[src/rtl/spi_slv_pkg.sv]
package spi_slv_pkg;

  localparam int CLR_UF_BIT = 0;
  localparam int CLR_OF_BIT = 1;

  // Overflow needs every receive storage stage occupied
  function automatic logic rx_overflow_hit(input logic fifo_full, input logic hold_full);
    return fifo_full && hold_full;
  endfunction

  // Drain condition before routing
  function automatic logic drain_active(input logic nonempty, input logic enable);
    return nonempty && enable;
  endfunction

  // {dma, irq}
  function automatic logic [1:0] route_drain(input logic req, input logic to_dma);
    return {req && to_dma, req && !to_dma};
  endfunction

  // Sticky flag update: set dominates clear
  function automatic logic sticky_next(input logic cur, input logic set, input logic clr);
    return set || (cur && !clr);
  endfunction

endpackage

[src/rtl/spi_slv_sync.sv]
module spi_slv_sync #(
  parameter int WIDTH = 1,
  parameter int STAGES = 2,
  parameter logic [WIDTH-1:0] RST_VAL = '0
) (
  input  logic             clk,
  input  logic             rst_n,
  input  logic [WIDTH-1:0] d,
  output logic [WIDTH-1:0] q
);

  logic [WIDTH-1:0] stg [STAGES];

  always_ff @(posedge clk or negedge rst_n) begin
    if (!rst_n) begin
      for (int i = 0; i < STAGES; i++) stg[i] <= RST_VAL;
    end else begin
      stg[0] <= d;
      for (int i = 1; i < STAGES; i++) stg[i] <= stg[i-1];
    end
  end

  assign q = stg[STAGES-1];

endmodule

[src/rtl/spi_slv_fifo.sv]
module spi_slv_fifo #(
  parameter int DW = 8,
  parameter int DEPTH = 4,
  localparam int AW = $clog2(DEPTH),
  localparam int CW = $clog2(DEPTH + 1)
) (
  input  logic          clk,
  input  logic          rst_n,
  input  logic          push,
  input  logic [DW-1:0] wdata,
  input  logic          pop,
  output logic [DW-1:0] rdata,
  output logic [CW-1:0] count,
  output logic          full
);

  logic [DW-1:0] mem [DEPTH];
  logic [AW-1:0] wr_ptr, rd_ptr;
  logic          do_push, do_pop, empty;

  function automatic logic [AW-1:0] ptr_next(input logic [AW-1:0] p);
    return (p == AW'(DEPTH - 1)) ? '0 : p + AW'(1);
  endfunction

  assign full    = (count == CW'(DEPTH));
  assign empty   = (count == '0);
  assign do_push = push && !full;
  assign do_pop  = pop && !empty;
  assign rdata   = mem[rd_ptr];

  always_ff @(posedge clk) begin
    if (do_push) mem[wr_ptr] <= wdata;
  end

  always_ff @(posedge clk or negedge rst_n) begin
    if (!rst_n) begin
      wr_ptr <= '0;
      rd_ptr <= '0;
      count  <= '0;
    end else begin
      if (do_push) wr_ptr <= ptr_next(wr_ptr);
      if (do_pop)  rd_ptr <= ptr_next(rd_ptr);
      case ({do_push, do_pop})
        2'b10:   count <= count + CW'(1);
        2'b01:   count <= count - CW'(1);
        default: count <= count;
      endcase
    end
  end

endmodule

[src/rtl/spi_slv_req.sv]
module spi_slv_req
  import spi_slv_pkg::*;
(
  input  logic       clk,
  input  logic       rst_n,
  input  logic       set_uf,
  input  logic       set_of,
  input  logic       clr_we,
  input  logic [1:0] clr_mask,
  input  logic       en_uf,
  input  logic       en_of,
  input  logic       en_drain,
  input  logic       to_dma,
  input  logic       rx_nonempty,
  output logic       flag_uf,
  output logic       flag_of,
  output logic       irq_uf,
  output logic       irq_of,
  output logic       irq_drain,
  output logic       dma_drain,
  output logic       overrun
);

  logic [1:0] drain_vec;

  always_ff @(posedge clk or negedge rst_n) begin
    if (!rst_n) begin
      flag_uf <= 1'b0;
      flag_of <= 1'b0;
    end else begin
      flag_uf <= sticky_next(flag_uf, set_uf, clr_we && clr_mask[CLR_UF_BIT]);
      flag_of <= sticky_next(flag_of, set_of, clr_we && clr_mask[CLR_OF_BIT]);
    end
  end

  assign drain_vec = route_drain(drain_active(rx_nonempty, en_drain), to_dma);
  assign dma_drain = drain_vec[1];
  assign irq_drain = drain_vec[0];
  assign irq_uf    = flag_uf && en_uf;
  assign irq_of    = flag_of && en_of;
  assign overrun   = flag_uf || flag_of;

endmodule

[src/rtl/spi_slv_fifo_req.sv]
module spi_slv_fifo_req
  import spi_slv_pkg::*;
#(
  parameter int DATA_W = 8,
  parameter int FIFO_DEPTH = 4,
  parameter int SYNC_STAGES = 2,
  localparam int CNT_W = $clog2(FIFO_DEPTH + 1),
  localparam int BIT_W = $clog2(DATA_W)
) (
  input  logic              clk,
  input  logic              rst_n,
  input  logic              sck,
  input  logic              ss_n,
  input  logic              mosi,
  output logic              miso,
  input  logic              tx_push,
  input  logic [DATA_W-1:0] tx_data,
  output logic              tx_full,
  input  logic              rx_pop,
  output logic [DATA_W-1:0] rx_data,
  output logic [CNT_W-1:0]  rx_count,
  input  logic              en_tx_uf,
  input  logic              en_rx_of,
  input  logic              en_rx_drain,
  input  logic              drain_to_dma,
  input  logic              rx_keep_new,
  input  logic              clr_we,
  input  logic [1:0]        clr_mask,
  output logic              flag_tx_uf,
  output logic              flag_rx_of,
  output logic              irq_tx_uf,
  output logic              irq_rx_of,
  output logic              irq_rx_drain,
  output logic              dma_rx_drain,
  output logic              overrun
);

  // synchronised pins: {sck, ss_n, mosi}
  logic [2:0] pins_s;
  logic       sck_s, ss_s, mosi_s, sck_q, ss_q;

  spi_slv_sync #(.WIDTH(3), .STAGES(SYNC_STAGES), .RST_VAL(3'b010)) u_sync (
    .clk(clk), .rst_n(rst_n), .d({sck, ss_n, mosi}), .q(pins_s)
  );
  assign {sck_s, ss_s, mosi_s} = pins_s;

  always_ff @(posedge clk or negedge rst_n) begin
    if (!rst_n) begin
      sck_q <= 1'b0;
      ss_q  <= 1'b1;
    end else begin
      sck_q <= sck_s;
      ss_q  <= ss_s;
    end
  end

  // named internal events
  logic ev_frame_start, ev_sck_rise, ev_sck_fall, ev_frame_end;
  logic ev_underflow, ev_overflow;
  logic tx_empty, rx_full, hold_full, hold_push, accept;

  logic [DATA_W-1:0] tx_rdata, tx_sh, hold_word, word_in;
  logic [DATA_W-2:0] rx_asm;
  logic [BIT_W-1:0]  bit_cnt;
  logic              frame_done, drop_frame;
  logic [CNT_W-1:0]  tx_count;

  assign ev_frame_start = !ss_s && ss_q;
  assign ev_sck_rise    = !ss_s && sck_s && !sck_q;
  assign ev_sck_fall    = !ss_s && !sck_s && sck_q;
  assign tx_empty       = (tx_count == '0);
  assign ev_underflow   = ev_frame_start && tx_empty;
  assign ev_overflow    = ev_frame_start && rx_overflow_hit(rx_full, hold_full);
  assign word_in        = {rx_asm, mosi_s};
  assign ev_frame_end   = ev_sck_rise && !frame_done && (bit_cnt == BIT_W'(DATA_W - 1));
  assign accept         = ev_frame_end && !drop_frame;
  assign hold_push      = hold_full && !rx_full;

  // serial shifting
  always_ff @(posedge clk or negedge rst_n) begin
    if (!rst_n) begin
      tx_sh      <= '0;
      rx_asm     <= '0;
      bit_cnt    <= '0;
      frame_done <= 1'b0;
      drop_frame <= 1'b0;
    end else if (ev_frame_start) begin
      tx_sh      <= tx_empty ? '0 : tx_rdata;
      bit_cnt    <= '0;
      frame_done <= 1'b0;
      drop_frame <= ev_overflow && !rx_keep_new;
    end else begin
      if (ev_sck_rise && !frame_done) begin
        rx_asm  <= word_in[DATA_W-2:0];
        bit_cnt <= bit_cnt + BIT_W'(1);
        if (ev_frame_end) frame_done <= 1'b1;
      end
      if (ev_sck_fall) tx_sh <= tx_sh << 1;
    end
  end

  // receive holding register ahead of the FIFO
  always_ff @(posedge clk or negedge rst_n) begin
    if (!rst_n) begin
      hold_word <= '0;
      hold_full <= 1'b0;
    end else if (accept) begin
      hold_word <= word_in;
      hold_full <= 1'b1;
    end else if (hold_push) begin
      hold_full <= 1'b0;
    end
  end

  assign miso = !ss_s && tx_sh[DATA_W-1];

  spi_slv_fifo #(.DW(DATA_W), .DEPTH(FIFO_DEPTH)) u_tx_fifo (
    .clk(clk), .rst_n(rst_n), .push(tx_push), .wdata(tx_data),
    .pop(ev_frame_start && !tx_empty), .rdata(tx_rdata),
    .count(tx_count), .full(tx_full)
  );

  spi_slv_fifo #(.DW(DATA_W), .DEPTH(FIFO_DEPTH)) u_rx_fifo (
    .clk(clk), .rst_n(rst_n), .push(hold_push), .wdata(hold_word),
    .pop(rx_pop), .rdata(rx_data), .count(rx_count), .full(rx_full)
  );

  spi_slv_req u_req (
    .clk(clk), .rst_n(rst_n),
    .set_uf(ev_underflow), .set_of(ev_overflow),
    .clr_we(clr_we), .clr_mask(clr_mask),
    .en_uf(en_tx_uf), .en_of(en_rx_of), .en_drain(en_rx_drain),
    .to_dma(drain_to_dma), .rx_nonempty(rx_count != '0),
    .flag_uf(flag_tx_uf), .flag_of(flag_rx_of),
    .irq_uf(irq_tx_uf), .irq_of(irq_rx_of),
    .irq_drain(irq_rx_drain), .dma_drain(dma_rx_drain),
    .overrun(overrun)
  );

endmodule

[config.mk]
export PLATFORM = sky130hd
export DESIGN_NAME = spi_slv_fifo_req
export DESIGN_NICKNAME = d
export VERILOG_FILES = /design/src/rtl/spi_slv_pkg.sv /design/src/rtl/spi_slv_sync.sv /design/src/rtl/spi_slv_fifo.sv /design/src/rtl/spi_slv_req.sv /design/src/rtl/spi_slv_fifo_req.sv
export SDC_FILE = /design/constraint.sdc
export NUM_CORES = 1
export LEC_CHECK = 0
export ABC_AREA = 1
export CORE_MARGIN = 8
export CORE_UTILIZATION = 50
export DETAILED_ROUTE_END_ITERATION = 7
export DONT_BUFFER_PORTS = 1
export GPL_TIMING_DRIVEN = 0
export PLACE_DENSITY = 0.72
export SLEW_MARGIN = 20
export SYNTH_ARGS = -nofsm -noshare
export SYNTH_HDL_FRONTEND = slang
export SYNTH_SLANG_ARGS = --single-unit
[constraint.sdc]
create_clock -name clk -period 2.9 [get_ports clk]
set_clock_uncertainty 0.1 [all_clocks]
set_input_delay 0.145 -clock clk [delete_from_list [all_inputs] [get_ports clk]]
set_output_delay 0.145 -clock clk [all_outputs]
set_load 0.02 [all_outputs]
Yosys cells after proc, flatten, opt, wreduce, memory -nomap -nowiden
Memory sizes are Yosys's and may differ from the RTL's.
Cells that the tools add are included.
{"block": "op_classes", "addsub": 9, "mul": 0, "n_div": 0, "magnitude_cmp": 0, "eq_ne": 11, "shifts": 0, "muxes": 20, "bitwise": 1, "n_reduce_logical": 55}
{"operator": "1-bit logical AND", "count": 28}
{"operator": "8-bit 2-to-1 mux", "count": 3}
{"operator": "1-bit zero test", "count": 13}
{"operator": "2-bit == test (second input constant)", "count": 6}
{"operator": "3-bit one-hot mux with 2 select lines", "count": 2}
{"operator": "2-bit nonzero test", "count": 6}
{"operator": "3-bit by 1-bit adder with 3-bit output (second input constant)", "count": 3}
{"operator": "3-bit == test (second input constant)", "count": 3}
{"operator": "1-bit 2-to-1 mux", "count": 9}
{"operator": "2-bit by 1-bit adder with 2-bit output (second input constant)", "count": 4}
{"operator": "2-bit 2-to-1 mux", "count": 4}
{"operator": "3-bit zero test", "count": 2}
{"operator": "3-bit 2-to-1 mux", "count": 2}
{"operator": "3-bit by 1-bit subtractor with 3-bit output (second input constant)", "count": 2}
{"operator": "2-bit by 1-bit == test with 1-bit output (second input constant)", "count": 2}
{"operator": "2-bit AND reduction", "count": 2}
{"operator": "1-bit logical OR", "count": 3}
{"operator": "3-bit nonzero test", "count": 1}
{"operator": "1-bit NOT", "count": 1}
{"block": "word_totals", "ff_bits": 53, "latch_bits": 0, "mem_bits_rw": 64, "mem_bits_ro": 0, "input_bits": 23, "out_inout_bits": 20, "word_cells": 117, "mem_count": 2}
{"memory": "u_rx_fifo.mem", "words": 4, "word_bits": 8, "rd": 1, "rd_clocked_by_memory_dff": 0, "wr": 1, "line": "spi_slv_fifo.sv:17", "text": "logic [DW-1:0] mem [DEPTH];"}
{"memory": "u_tx_fifo.mem", "words": 4, "word_bits": 8, "rd": 1, "rd_clocked_by_memory_dff": 0, "wr": 1, "line": "spi_slv_fifo.sv:17"}

Depth between registers and ports, before layout
{"block": "depth", "ltp_word": 8, "mapped_depth": 10, "depth_no_buf": 10}

Modules after synthesis
From an unflattened synthesis, not the netlist that was laid out.
{"block": "unflattened", "hier_cells": 494, "area_unflattened_um2": 5281.3}
{"module": "spi_slv_fifo (u_tx_fifo)", "n_inst": 1, "cells_per_inst": 153, "area_per_inst_um2": 1765.4, "seq_area_each_um2": 1136.1}
{"module": "spi_slv_fifo (u_rx_fifo)", "n_inst": 1, "cells_per_inst": 153, "area_per_inst_um2": 1760.4, "seq_area_each_um2": 1136.1}
{"module": "spi_slv_fifo_req", "n_inst": 1, "cells_per_inst": 160, "area_per_inst_um2": 1463.9, "seq_area_each_um2": 777.0}
{"module": "spi_slv_sync", "n_inst": 1, "cells_per_inst": 9, "area_per_inst_um2": 175.2, "seq_area_each_um2": 152.6}
{"module": "spi_slv_req", "n_inst": 1, "cells_per_inst": 19, "area_per_inst_um2": 116.4, "seq_area_each_um2": 50.0}

Worst setup path before layout
Ideal clock, no wire load.
{"block": "synth_timing", "path_type": "reg2reg", "start": "reg u_rx_fifo.count[1]", "end": "reg u_rx_fifo.count[2]", "setup_time_ns": 0.131, "arrival_time_ns": 1.825, "required_time_ns": 2.669, "slack_ns": 0.844, "path_stages_with_launch": 10, "path_buffers": 0, "synth_period_minus_slack_ns": 2.056, "path_cell_list": "dfrtp_1 > nor2_1 > a21oi_2 > inv_1 > ha_1 > inv_1 > fa_1 > a21oi_1 > o21ai_0 > xor2_1"}
{"block": "synth_between", "elab_chain_len": 6, "word_cells_on_any_way": 13, "cone_classes": "add/sub (2); eq/ne (3); mux (1); reduce/logical (7)"}
{"element": "start: declaration", "line": "spi_slv_fifo.sv:13", "text": "output logic [CW-1:0] count,"}
{"element": "start signal: assignment", "line": "spi_slv_fifo.sv:44", "text": "2'b10: count <= count + CW'(1);"}
{"element": "start signal: assignment", "line": "spi_slv_fifo.sv:45", "text": "2'b01: count <= count - CW'(1);"}
{"element": "start signal: assignment", "line": "spi_slv_fifo.sv:46", "text": "default: count <= count;"}
{"element": "3-bit == test", "line": "spi_slv_fifo.sv:25", "text": "assign full = (count == CW'(DEPTH));"}
{"element": "1-bit zero test", "line": "spi_slv_fifo.sv:27, spi_slv_fifo_req.sv:77"}
{"element": "1-bit logical AND", "line": "spi_slv_fifo_req.sv:77", "text": "assign hold_push = hold_full && !rx_full;"}
{"element": "1-bit logical AND", "line": "spi_slv_fifo.sv:27", "text": "assign do_push = push && !full;"}
{"element": "2-bit by 1-bit == test with 1-bit output or 2-bit == test (tied branches)", "line": "spi_slv_fifo.sv:43", "text": "case ({do_push, do_pop})"}
{"element": "3-bit one-hot mux with 2 select lines or 2-bit nonzero test (tied branches)"}
Several ways; a longest one is shown, not always the timed one.
A chain may end at the register's enable or synchronous reset.

Worst setup path in the final report
{"block": "layout_timing", "start": "reg u_rx_fifo.count[0]", "end": "reg u_rx_fifo.count[2]"}
Same word-level chain as after synthesis.

==> reports/results.ini <==
[route]
drtIter0Drc = 145
vias = 3057
first_pass_iters = 6
ant_nets = 0
drc = 0
via_per_inst = 5.00
wl_um = 9220
wl_per_cell_um = 15.1

[final_layout]
final-instance-count-excl-fill = 611
drive_gt1_frac = 0.167
syn2layout_area_growth_pct = 19.7
n_antenna_cell = 0
final_nets = 504

[critical_path]
worstPathCellList = nor2_1 > a21oi_2 > inv_1 > ha_1 > inv_1 > fa_1 > a21oi_1 > o21ai_0 > xor2_1
setup.worst_path.start_class = flop
cp_slowest_stage_delay_ps = 500
rr_startpoint = u_rx_fifo.count[0]
slowest_stage = dfrtp_1
critPathKind = flop to flop
critical_path.top_delay_family = adder cells
critPathBufInv = 2
r2r-end = u_rx_fifo.count[2]
cp-end-kind = flop
worst_r2r_path_depth = 9
arrival_ps = 2620
cp_common_cell = inv_1
reg2reg_slack_ps = 560
worst-endpoint-required_ps = 3180
cp_max_fo = 6

[synthesis]
yosys.area.top_type = edfxtp_1
postSynthAreaPerCell_um2 = 11.5
netlist_area_mm2 = 0.00492
syn_inst = 426
yosysSeqAreaShare = 0.661
synth_cell_type_count = 30
synth_fp_nets = 465
yosysWarningCount = 0
synth_top_area_frac = 0.391
synth-seq-cells = 117
synthTopCellsByArea = edfxtp_1 (39%), dfrtp_1 (25%), nand2_1 (5.8%), ha_1 (3.6%), o21ai_0 (3.6%)

[global_routing]
gr-total-overflow = 0
grt_pass1_vias = 3109
track_usage = 0.152
antenna_found_initial = 0
grt_max_degree = 54
grt_first_pass_wirelength_um = 15400

[sta]
min_period_ps = 2340
finalMaxSlewViolations = 0
hold_viol = 0
fmax_mhz = 427
setup-tns-final_ps = 0
finalCritPeriodShare = 0.808
setup_viol = 0
rsz0062_at_grt = no
slew_headroom = 0.467
worst_pin_slew_ps = 796

[cts]
clk-insertion-delay-late_ps = 500
cts_tree = yes
cts-buffers-inserted = 17
cts_root_buffer = clkbuf_8
cts_sinks = 117
clk_pin_slew_ps = 60
htreeDepth = 4
cts.path.max_buffers = 2

[flow_run]
max_cap_violations = 0

[floorplan]
ios = 43
die_area_mm2 = 0.0133
rows = 36
dieWidth_um = 115
initial_utilization = 0.510
fp.dieH_um = 115
coreArea_mm2 = 0.00964

[run_status]
status = complete, no violations

[power]
peakVddDrop_mv = 0.581
leakage_nw = 2.42
p_per_area_mw_per_mm2 = 927

[placement]
dp.cells = 559
gp_congestion = 0.755
place_hpwl_um = 6040
place.port_buffers = 0

[worst_hold_path]
hold_path.class = input pin to asynchronous set/reset pin

[flip-flops by register name (all words and copies together), names as in the netlist, 3 cells and up]
register and flops:
u_rx_fifo.mem 32, u_tx_fifo.mem 32, hold_word 8, tx_sh 8, rx_asm 7, bit_cnt 3, u_rx_fifo.count 3, u_sync.q 3
u_sync.stg 3, u_tx_fifo.count 3
[placed cells by master, fill, tap and decap left out, types with 9 or more instances in the layout]
cell type      synthesis  routed
nand2_1               76      76
edfxtp_1              64      64
dfrtp_1               50      50
inv_1                 44      44
nor2_1                42      42
o21ai_0               35      35
nand3_1               25      25
dlygate4sd3_1          0      19
clkbuf_16              0      16
o21ai_2               15      15
ha_1                  14      14
a21oi_1               12      12
o22ai_1                9       9
[cell usage after synthesis]
master,count
a21oi_1,12
a21oi_2,1
a21oi_4,1
buf_2,3
buf_4,3
buf_6,5
clkinv_1,1
dfrtp_1,50
dfstp_2,3
edfxtp_1,64
fa_1,2
ha_1,14
inv_1,44
inv_2,2
inv_4,1
nand2_1,76
nand2_2,2
nand2_4,3
nand3_1,25
nand3_2,4
nand4_1,1
nor2_1,42
nor2_2,2
nor2_4,1
o21ai_0,35
o21ai_2,15
o22ai_1,9
or2_2,1
xnor2_1,2
xor2_1,2
[worst max-delay path by stage]
stage	end	depth (start not counted)	from	slack [ps]
after floorplan	u_rx_fifo.count[2]	9	u_rx_fifo.count[1]	840
after global placement	u_rx_fifo.count[2]	9	u_rx_fifo.count[0]	590
after detailed placement	u_rx_fifo.count[2]	9	u_rx_fifo.count[0]	530
after CTS	u_rx_fifo.count[2]	9	u_rx_fifo.count[0]	530
after global routing	u_rx_fifo.count[2]	9	u_rx_fifo.count[0]	410
final	u_rx_fifo.count[2]	9	u_rx_fifo.count[0]	560
[final cells by class]
| type | instances | area (um^2) |
|---|---|---|
| fillers | 748 | 3750 |
| flip-flops and latches | 117 | 3250 |
| multi-input cells | 250 | 1390 |
| clock buffers | 17 | 414 |
| repair buffers | 20 | 218 |
| inverters | 48 | 183 |
| clock inverters | 15 | 170 |
| well taps | 133 | 166 |
| plain buffers | 11 | 93.8 |
[where the power goes]
part	leakage (nW)	switching [mW]	internal [mW]
sequential	1.22	0.185	2.00
combinational	0.920	0.855	0.397
clock	0.282	0.771	1.24
[metal layers]
metal / GRT usage / vias up / wire length [um]
met1: 0.170 / 1492 / 3910
met2: 0.266 / 48 / 4820
met4: 0.0578 / 0 / 58
li1: - / 1513 / -
met5: 0 / - / 0
met3: 0.0483 / 4 / 436
[kinds of logic (layout without fill, tap and decap cells)]
logic type / count (synthesis) / count (layout) / share of synthesized area
AND/OR/NAND/NOR: 157 / 157 / 0.140
AO/OA/AOI/OAI: 73 / 73 / 0.0911
adder cells (fa/ha/maj): 16 / 16 / 0.0438
buffers and inverters: 59 / 111 / 0.0562
XOR/XNOR: 4 / 4 / 0.00713
flip-flops: 117 / 117 / 0.661
[repair_timing]
item | in CTS | in global routing
hold buffers | 20 | 0
resized for setup | 0 | 0
endpoints found under the hold margin | 96 | 0
setup buffers | 0 | 0
endpoints found under the setup margin | 0 | 0
[metrics by stage]
step / setup WS, ps / hold WS [ps] / utilization / instance area, um^2 / power [mW]
global placement: 594 / -249 / 0.527 / 5080 / 3.38
CTS: 528 / 42.0 / 0.611 / 5890 / 5.50
floorplan: 844 / -251 / - / 4920 / 3.13
detailed placement: 535 / -249 / 0.527 / 5080 / 3.42
global route: 405 / 58.2 / 0.611 / 5890 / 5.77
finish: 556 / 62.4 / 0.611 / 5890 / 5.45
[worst register-to-register path, cell delays in order, from the launching register on]
cell and delay [ps]:
dfrtp_1 500, nor2_1 320, a21oi_2 140, inv_1 160
ha_1 170, inv_1 70, fa_1 380, a21oi_1 140
o21ai_0 110, xor2_1 150
No activity file was read; power rests on OpenSTA's default activity.
